`config.mk`:
```
export PLATFORM = sky130hd
export DESIGN_NAME = irq_capture
export DESIGN_NICKNAME = d
export VERILOG_FILES = /design/src/rtl/irqc_pkg.sv /design/src/rtl/irqc_sync.sv /design/src/rtl/irqc_cfg.sv /design/src/rtl/irqc_pend.sv /design/src/rtl/irq_capture.sv
export SDC_FILE = /design/constraint.sdc
export NUM_CORES = 1
export LEC_CHECK = 0
export BUFFER_PORTS_ARGS = -buffer_cell sky130_fd_sc_hd__buf_4
export CORE_MARGIN = 2
export CORE_UTILIZATION = 32
export DETAILED_ROUTE_END_ITERATION = 6
export PLACE_DENSITY = 0.62
export REMOVE_ABC_BUFFERS = 1
export SLEW_MARGIN = 5
export SYNTH_ARGS = -nofsm -noshare
export SYNTH_HDL_FRONTEND = slang
export SYNTH_SLANG_ARGS = --single-unit
```
`constraint.sdc`:
```
create_clock -name clk -period 2.8 [get_ports clk]
set_input_delay 0 -clock clk [delete_from_list [all_inputs] [get_ports clk]]
set_output_delay 0 -clock clk [all_outputs]
set_load 0.03 [all_outputs]
```
`src/rtl/irqc_pkg.sv`:
```
package irqc_pkg;

    localparam int BYTE_W    = 8;
    localparam int REG_COUNT = 4;

    // register groups in address order; each group spans LINES/8 bytes
    typedef enum logic [1:0] {
        SEL_TRIG = 2'd0,
        SEL_POL  = 2'd1,
        SEL_PEND = 2'd2,
        SEL_MASK = 2'd3
    } reg_sel_e;

    typedef struct packed {
        logic       clr_byte;
        logic       set_bit;
        logic [2:0] idx;
    } pend_cmd_t;

    function automatic pend_cmd_t decode_cmd(input logic [BYTE_W-1:0] d);
        pend_cmd_t c;
        c.clr_byte = d[6];
        c.set_bit  = d[7];
        c.idx      = d[2:0];
        return c;
    endfunction

endpackage

```
`src/rtl/irqc_sync.sv`:
```
module irqc_sync #(
    parameter int W      = 16,
    parameter int STAGES = 2
) (
    input  logic         clk,
    input  logic         rst,
    input  logic [W-1:0] din,
    output logic [W-1:0] sync_q,
    output logic [W-1:0] prev_q
);
    // chain[STAGES-1] is the synchronized value, chain[STAGES] the prior sample
    logic [STAGES:0][W-1:0] chain;

    always_ff @(posedge clk) begin
        if (rst) begin
            chain <= '1;
        end else begin
            chain[0] <= din;
            for (int s = 1; s <= STAGES; s++) begin
                chain[s] <= chain[s-1];
            end
        end
    end

    assign sync_q = chain[STAGES-1];
    assign prev_q = chain[STAGES];
endmodule

```
`src/rtl/irqc_cfg.sv`:
```
module irqc_cfg #(
    parameter int LINES  = 16,
    parameter int NBYTES = LINES / 8
) (
    input  logic             clk,
    input  logic             rst,
    input  logic [NBYTES-1:0] wr_trig,
    input  logic [NBYTES-1:0] wr_pol,
    input  logic [NBYTES-1:0] wr_mask,
    input  logic [7:0]       wdata,
    output logic [LINES-1:0] trig_q,
    output logic [LINES-1:0] pol_q,
    output logic [LINES-1:0] mask_q,
    output logic             touched_q
);
    always_ff @(posedge clk) begin
        if (rst) begin
            trig_q    <= '1;
            pol_q     <= '0;
            mask_q    <= '1;
            touched_q <= 1'b0;
        end else begin
            for (int b = 0; b < NBYTES; b++) begin
                if (wr_trig[b]) trig_q[b*8 +: 8] <= wdata;
                if (wr_pol[b])  pol_q[b*8 +: 8]  <= wdata;
                if (wr_mask[b]) mask_q[b*8 +: 8] <= wdata;
            end
            touched_q <= (|wr_trig) || (|wr_pol);
        end
    end
endmodule

```
`src/rtl/irqc_pend.sv`:
```
module irqc_pend
    import irqc_pkg::*;
#(
    parameter int LINES  = 16,
    parameter int NBYTES = LINES / 8
) (
    input  logic              clk,
    input  logic              rst,
    input  logic [LINES-1:0]  sync_in,
    input  logic [LINES-1:0]  prev_in,
    input  logic [LINES-1:0]  trig,
    input  logic [LINES-1:0]  pol,
    input  logic [LINES-1:0]  suppress,
    input  logic [LINES-1:0]  ack_clr,
    input  logic              recheck,
    input  logic [NBYTES-1:0] cmd_wr,
    input  logic [7:0]        wdata,
    output logic [LINES-1:0]  pend_q
);
    logic [LINES-1:0] match;
    logic [LINES-1:0] ext_val;
    logic [LINES-1:0] after_ack;
    logic [LINES-1:0] pend_d;
    pend_cmd_t        cmd;

    assign cmd = decode_cmd(wdata);

    genvar i;
    generate
        for (i = 0; i < LINES; i++) begin : g_line
            logic edge_hit;
            logic base;
            assign match[i] = ~(sync_in[i] ^ pol[i]);
            assign edge_hit = match[i] & (sync_in[i] ^ prev_in[i]);
            assign ext_val[i] = trig[i] ? match[i] : (pend_q[i] | edge_hit);
            assign base = (suppress[i] ? pend_q[i] : ext_val[i])
                        | (recheck & trig[i] & match[i]);
            assign after_ack[i] = base & ~ack_clr[i];
        end
    endgenerate

    // command writes are applied last and so override every other source
    always_comb begin
        pend_d = after_ack;
        for (int b = 0; b < NBYTES; b++) begin
            if (cmd_wr[b]) begin
                if (cmd.clr_byte) begin
                    pend_d[b*8 +: 8] = '0;
                end else begin
                    pend_d[b*8 + int'(cmd.idx)] = cmd.set_bit;
                end
            end
        end
    end

    always_ff @(posedge clk) begin
        if (rst) pend_q <= '0;
        else     pend_q <= pend_d;
    end
endmodule

```
`src/rtl/irq_capture.sv`:
```
module irq_capture
    import irqc_pkg::*;
#(
    parameter int LINES       = 16,
    parameter int SYNC_STAGES = 2,
    parameter int ADDR_W      = $clog2(REG_COUNT * LINES / 8)
) (
    input  logic              clk,
    input  logic              rst,
    input  logic [LINES-1:0]  irq_in,
    input  logic [LINES-1:0]  ack_clr,
    input  logic [LINES-1:0]  suppress,
    input  logic              reg_wr,
    input  logic [ADDR_W-1:0] reg_addr,
    input  logic [7:0]        reg_wdata,
    output logic [7:0]        reg_rdata,
    output logic [LINES-1:0]  pend_o,
    output logic [LINES-1:0]  mask_o
);
    localparam int NBYTES = LINES / 8;
    localparam int BSEL_W = (NBYTES > 1) ? $clog2(NBYTES) : 1;

    logic [ADDR_W-1:0] sel_full;
    logic [ADDR_W-1:0] byte_full;
    reg_sel_e          sel;
    logic [BSEL_W-1:0] byte_idx;

    assign sel_full  = reg_addr / ADDR_W'(NBYTES);
    assign byte_full = reg_addr % ADDR_W'(NBYTES);
    assign sel       = reg_sel_e'(sel_full[1:0]);
    assign byte_idx  = byte_full[BSEL_W-1:0];

    logic [NBYTES-1:0] wr_trig, wr_pol, wr_pend, wr_mask;

    genvar b;
    generate
        for (b = 0; b < NBYTES; b++) begin : g_wen
            logic hit;
            assign hit        = reg_wr && (byte_idx == BSEL_W'(b));
            assign wr_trig[b] = hit && (sel == SEL_TRIG);
            assign wr_pol[b]  = hit && (sel == SEL_POL);
            assign wr_pend[b] = hit && (sel == SEL_PEND);
            assign wr_mask[b] = hit && (sel == SEL_MASK);
        end
    endgenerate

    logic [LINES-1:0] sync_v, prev_v;
    logic [LINES-1:0] trig_q, pol_q, mask_q, pend_q;
    logic             touched_q;

    irqc_sync #(.W(LINES), .STAGES(SYNC_STAGES)) u_sync (
        .clk    (clk),
        .rst    (rst),
        .din    (irq_in),
        .sync_q (sync_v),
        .prev_q (prev_v)
    );

    irqc_cfg #(.LINES(LINES), .NBYTES(NBYTES)) u_cfg (
        .clk       (clk),
        .rst       (rst),
        .wr_trig   (wr_trig),
        .wr_pol    (wr_pol),
        .wr_mask   (wr_mask),
        .wdata     (reg_wdata),
        .trig_q    (trig_q),
        .pol_q     (pol_q),
        .mask_q    (mask_q),
        .touched_q (touched_q)
    );

    irqc_pend #(.LINES(LINES), .NBYTES(NBYTES)) u_pend (
        .clk      (clk),
        .rst      (rst),
        .sync_in  (sync_v),
        .prev_in  (prev_v),
        .trig     (trig_q),
        .pol      (pol_q),
        .suppress (suppress),
        .ack_clr  (ack_clr),
        .recheck  (touched_q),
        .cmd_wr   (wr_pend),
        .wdata    (reg_wdata),
        .pend_q   (pend_q)
    );

    logic [LINES-1:0] rd_src;
    always_comb begin
        unique case (sel)
            SEL_TRIG: rd_src = trig_q;
            SEL_POL:  rd_src = pol_q;
            SEL_PEND: rd_src = pend_q;
            default:  rd_src = mask_q;
        endcase
        reg_rdata = rd_src[int'(byte_idx)*8 +: 8];
    end

    assign pend_o = pend_q;
    assign mask_o = mask_q;
endmodule

```
==> results by group, run 1 <==
Outcome
  – Status: finished, final reports clean

Floorplan
  – Core Footprint: 0.01571 mm2
  – Die Y-Extent: 130.3 um
  – Io pins: 102
  – Initial Utilization: 32.47%
  – Chip width: 130.3 um
  – Die ar.: 0.01697 mm2
  – Row cnt: 46

Drt
  – Via density: 5.170
  – DRT iter0 DRCs: 385
  – Number of remaining DRC errors: 0
  – Post-DRT Antenna Nets: 0
  – DR vias: 4,674
  – WL final: 15.57 mm
  – Wirelength per Cell: 17.23 um
  – Drt pass-1 iters: 5

Layout
  – Storage element area: 0.002262 mm2
  – Share of cells above drive strength 1: 30.67%
  – Ant. Diodes: 0
  – Post-route cell area: 0.007010 mm2
  – Area of the multi-input gates: 0.002556 mm2
  – Post-layout util: 44.62%
  – Post-route insts no fill: 904
  – P&R area growth vs syn: 37.40%
  – Fin nets: 737
  – FILL cells: 1,502

Logic synthesis
  – Sequential-to-total area share from yosys stat: 44.34%
  – EDFF count, synth: 0
  – Post-synthesis simple-gate area fraction: 19.62%
  – Post-synth cell types: 38
  – Post-synthesis xor/xnor area fraction: 0%
  – Cell Area, Synth: 0.005102 mm2
  – Main combinational cell family by area after synthesis: simple AND/OR/NAND/NOR gates
  – Post-synthesis cell count: 542
  – Post-Synth Adder-Cell Area: 0%
  – Top post-synthesis cells by area: dfxtp_1 44%, mux4_2 7.1%, or2_2 5.9%, nand2_1 5.4%, mux2i_1 4.3%
  – Synth Area in Compound Gates: 17.34%
  – Ys Warns: 0
  – Top_reg_cell synth: dfxtp_1
  – Syn_area_per_cell: 9.414 um2
  – Largest area contributor in the netlist: dfxtp_1
  – FF+latch count, synth: 113
  – Mux cell area share after synthesis: 13.14%
  – Synth top area share: 44.34%
  – Most instantiated cells after synthesis: 113 x dfxtp_1, 73 x nand2_1, 48 x or2_2
  – Synth async-reset ratio: 0%
  – Most numerous cell in the Yosys netlist: dfxtp_1

Global route
  – Grt total ovfl: 0
  – Initial antenna violation count: 0
  – Largest net degree at the start of global routing: 49
  – First-pass GRT wire length: 23.96 mm
  – Tot GR Track Use: 18.84%
  – Vias in the first global route: 4,624

Clock tree
  – Clk buf depth: 2
  – Sink Count: 113
  – Post_cts resized: 0
  – Clock Latency Late Sink: 0.41 ns
  – Post-CTS Setup Bufs: 0
  – CTS buffer count: 17
  – CTS root buf: clkbuf_16
  – CTS tree: yes
  – Worst-path clk slew: 0.05 ns
  – CTS Hold Bufs: 42
  – H-tree levels: 4

Power and ir drop
  – Sw Share: 23.34%
  – Clock power frac: 49.3%
  – Internal: 0.003361 W
  – Cell Pwr Density: 625.3 mW/mm2
  – Tot Pwr: 0.004384 W
  – Reg power frac: 38.8%
  – Max VDD drop: 0.3826 mV
  – Logic pwr share: 11.8%
  – Switching power: 0.001023 W
  – P_leak: 2.967 nW

STA
  – Final setup fails: 0
  – Setup TNS: 0 ns
  – RSZ-0062 raised after global routing: false
  – Slew HR: 27.42%
  – Final slew viol count: 0
  – Max Fclk: 0.4839 GHz
  – Final Hold Vio Count: 0
  – Min cycle time layout: 2.067 ns
  – Worst Skew: 0.004948 ns
  – Worst slew pin tran: 1.083 ns
  – Crit share post-route: 73.81%

Critical path
  – Critical path class: flip-flop to flip-flop
  – Worst Path Required: 3.15 ns
  – Critical Path Fanout Max: 16
  – Critical Path Source Type: flip-flop
  – CP Data Arrival Time: 2.42 ns
  – CP endpoint kind: flip-flop

Placed design
  – PortBufs: 101
  – Placed cell count: 830
  – GPL Wtd Cong: 0.8406
  – Dpl hpwl: 10.95 mm
  – Placed Area: 0.005993 mm2

Worst hold path
  – Min-delay worst type: input port to flip-flop

Flow run
  – Max cap viols: 0
==> final timing paths <==
kind / from / end / slack (ns) / cells after the start
worst max-delay path: u_cfg.touched_q / u_pend.pend_q[12] / 0.73 / 4
worst min-delay path: suppress[10] / u_pend.pend_q[10] / 0.004 / 4
worst max register to register: u_cfg.touched_q / u_pend.pend_q[12] / 0.73 / 4
worst min register to register: u_sync.chain[1] / u_sync.sync_q[1] / 0.40 / 1
==> worst max-delay path: stages (launching register included) <==
cell and delay [ns]:
dfxtp_1 0.86, o221ai_1 0.25, o311ai_0 0.15, a22o_1 0.19, dlygate4sd3_1 0.55
==> cells in the final DEF, fill, tap and decap left out, types with 2 or more instances in the layout <==
master,count
nor3_1,4
bufinv_16,2
clkinv_2,2
and2_1,16
o21ai_0,20
inv_1,35
mux2_2,8
o211ai_1,18
a22o_1,13
a211oi_1,12
nand2_1,73
a21oi_1,16
nor2_4,2
dlygate4sd3_1,42
mux4_2,16
buf_4,103
nand2b_1,6
o21bai_1,3
clkbuf_16,17
a32o_1,3
mux2i_1,22
o221ai_1,16
nor2_1,28
clkbuf_8,6
o311ai_0,16
clkbuf_1,5
nand3_1,9
or2_2,48
dfxtp_1,113
a31o_2,3
==> metal layers <==
layer / up-vias / share of wire [%] / GRT usage (%)
li1: 2213 / - / -
met1: 2213 / 44 / 24.39
met2: 216 / 45 / 29.66
met3: 32 / 8.2 / 5.904
met4: 0 / 2.2 / 6.768
met5: - / 0 / 0
==> state kept, by name (all words and copies together), names as in the netlist <==
signal           cells
u_cfg.touched_q      1
u_cfg.trig_q        16
u_pend.pend_q       16
u_sync.chain        16
u_cfg.pol_q         16
u_sync.prev_q       16
u_sync.sync_q       16
u_cfg.mask_q        16
==> cell families (layout without fill, tap and decap cells) <==
| logic type | count (synthesis) | after routing |
|---|---|---|
| buffers and inverters | 66 | 212 |
| AOI/OAI and AO/OA | 121 | 121 |
| DFF | 113 | 113 |
| and+or+nand+nor | 196 | 196 |
| muxes | 46 | 46 |
==> through the flow <==
stage | setup slack, ns | hold slack, ns
final | 0.7333 | 0.003730
after detailed placement | 1.235 | 0.1870
after global placement | 1.277 | 0.1838
after floorplan | 1.570 | 0.06907
after CTS | 0.7756 | 0.00009243
after global routing | 0.5527 | 0.007084
==> power by group through the flow <==
stage | clock network (W) | registers, W | logic, W
after global placement | 0 | 0.00173 | 0.000465
final | 0.00216 | 0.00170 | 0.000519
after global routing | 0.00227 | 0.00171 | 0.000556
after floorplan | 0 | 0.00174 | 0.000223
after CTS | 0.00219 | 0.00170 | 0.000517
after detailed placement | 0 | 0.00173 | 0.000472
==> area by class of cell <==
type	count	area share, %
repair buffers	145	17.03
flip-flops and latches	113	32.27
multi-input cells	363	36.46
clock inverters	4	0.9995
clock buffers	28	7.514
inverters	35	1.874
well taps	216	3.855
No activity file was read; power rests on OpenSTA's default activity.
==> inputs of run 2 (changes only) <==
clock period = 2.1 ns   (was 2.8 ns; I/O delays follow)
==> run 2 against run 1 <==
Against the previous run:
- non-clock buffer count up 4
- sequential power up 34%
- largest cell class unchanged
- flip-flop and latch count unchanged
- highest routed layer unchanged
- cell count up 0.44%
- global-route usage up 0.25 points
==> results by group, run 2 (synthesis results as in run 1) <==
Power and ir drop
  – P_leak: 2.974 nW
  – Max VDD drop: 0.5441 mV
  – Cell Pwr Density: 820.6 mW/mm2

Critical path
  – Worst Path Required: 2.10 ns
  – Critical path class: flip-flop to primary output
  – Critical Path Source Type: flip-flop
  – Crit Reg-Reg Endpoint: u_pend.pend_q[0]
  – Reg2reg path depth: 4
  – Critical Path Start: u_cfg.mask_q[10]
  – Reg-to-reg startpoint: u_cfg.touched_q
  – Worst setup endpoint: reg_rdata[2]
  – Reg2reg setup slack: 0.68 ns
  – CP Data Arrival Time: 1.72 ns
  – Critical Path Fanout Max: 3
  – CP endpoint kind: primary output

Layout
  – Ant. Diodes: 0
  – P&R area growth vs syn: 37.64%
  – Commonest non-fill, non-tap cell in the layout: dfxtp_1
  – Commonest cells after routing, fill and taps aside: 113 x dfxtp_1, 108 x buf_4, 73 x nand2_1, 48 x or2_2, 41 x dlygate4sd3_1
  – Share of cells above drive strength 1: 31.36%
  – Fin nets: 741
  – Post-layout util: 44.70%

Global route
  – First-pass GRT wire length: 24.45 mm
  – Vias in the first global route: 4,731
  – Tot GR Track Use: 19.08%
  – Grt total ovfl: 0
  – Initial antenna violation count: 0
  – Largest net degree at the start of global routing: 50

STA
  – RSZ-0062 raised after global routing: false
  – Final Hold Vio Count: 0
  – Worst Skew: 0.006353 ns
  – Worst slew pin tran: 0.7030 ns
  – Setup TNS: 0 ns
  – Crit share post-route: 81.96%
  – Final setup fails: 0
  – Final slew viol count: 0
  – Max Fclk: 0.5810 GHz
  – Slew HR: 52.77%
  – Min cycle time layout: 1.721 ns

Drt
  – WL final: 15.90 mm
  – DRT iter0 DRCs: 305
  – Drt pass-1 iters: 5
  – DR vias: 4,659
  – Wirelength per Cell: 17.51 um
  – Number of remaining DRC errors: 0
  – Post-DRT Antenna Nets: 0
  – Wire length on met3: 1.266 mm
  – Via density: 5.131
  – WL met2: 7.558 mm
  – DRT met1 WL: 6.785 mm
  – Top routing layer in use: met4

Clock tree
  – Sink Count: 113
  – H-tree levels: 4
  – Worst-path clk slew: 0.06 ns
  – CTS buffer count: 17
  – CTS root buf: clkbuf_16
  – Post-CTS Setup Bufs: 0
  – Clock Latency Late Sink: 0.41 ns
  – Clk buf depth: 2
  – CTS tree: yes

Outcome
  – Status: finished, final reports clean

Floorplan
  – Row cnt: 46
  – Chip width: 130.3 um
  – Io pins: 102
  – Initial Utilization: 32.47%
  – Core Footprint: 0.01571 mm2
  – Die Y-Extent: 130.3 um
  – Die ar.: 0.01697 mm2

Worst hold path
  – Min-delay worst type: input port to flip-flop

Placed design
  – PortBufs: 101
  – Dpl hpwl: 11.09 mm
  – GPL Wtd Cong: 0.8566

Flow run
  – Max cap viols: 0
## run 2: cell count changes in the layout (fill, tap and decap cells not counted)
| cell | change |
|---|---|
| clkinv_2 | +1 |
| buf_4 | +5 |
| dlygate4sd3_1 | -1 |
| clkbuf_8 | +1 |
| clkbuf_1 | -1 |
| bufinv_16 | -1 |
## run 2: area by class of cell
class                           count  area [um2]
Inverter                           35       131.4
Fill cell                        1483        8690
Clock buffer                       28       536.8
Tap cell                          216       270.3
Sequential cell                   113        2262
Clock inverter                      4       45.04
Timing Repair Buffer              149        1221
Multi-Input combinational cell    363        2556
## run 2: routing by layer
layer	track usage [%]	up-vias
met4	6.894	0
met2	31.26	206
met3	5.166	23
met1	24.21	2219
li1	-	2211
met5	0	-
## run 2: worst min path at each step
stage                      from               end  slack, ns  depth (start not counted)
floorplan                   rst    u_cfg.pol_q[0]       0.07                          1
global placement      irq_in[0]   u_sync.chain[0]       0.18                          2
detailed placement    irq_in[4]   u_sync.chain[4]       0.19                          2
CTS                 suppress[4]  u_pend.pend_q[4]       0.01                          4
global route        suppress[4]  u_pend.pend_q[4]       0.03                          4
finish              suppress[4]  u_pend.pend_q[4]       0.02                          4
## run 2: worst max-delay path: stages, from the launching register on
cell and delay [ns]:
dfxtp_1 0.34, mux4_2 0.48, mux2_2 0.31, buf_4 0.18
## run 2: per-stage QoR
step	cells	total power, W	hold WS, ns	instance area, um2	setup WS, ns
after CTS	908	0.005800	0.01042	7023	0.3617
after detailed placement	835	0.002946	0.1867	6031	0.5875
after floorplan	511	0.002622	0.06907	4950	0.8700
final	908	0.005763	0.02188	7023	0.3789
after global routing	908	0.005951	0.03446	7023	0.3404
after global placement	835	0.002930	0.1836	6031	0.6029
## run 2: timing repair
item                      4_1_cts  5_1_grt
hold buffers                   41        0
hold endpoints to repair       81        0
resized for setup               0        0
## run 2: power by group
| part | internal, W | total (W) | switching [W] | leakage (nW) |
|---|---|---|---|---|
| registers | 0.00222 | 0.00227 | 0.0000476 | 0.925 |
| logic | 0.000338 | 0.000703 | 0.000365 | 1.76 |
| clock network | 0.00184 | 0.00279 | 0.000954 | 0.290 |
| total | 0.00440 | 0.00576 | 0.00137 | 2.97 |
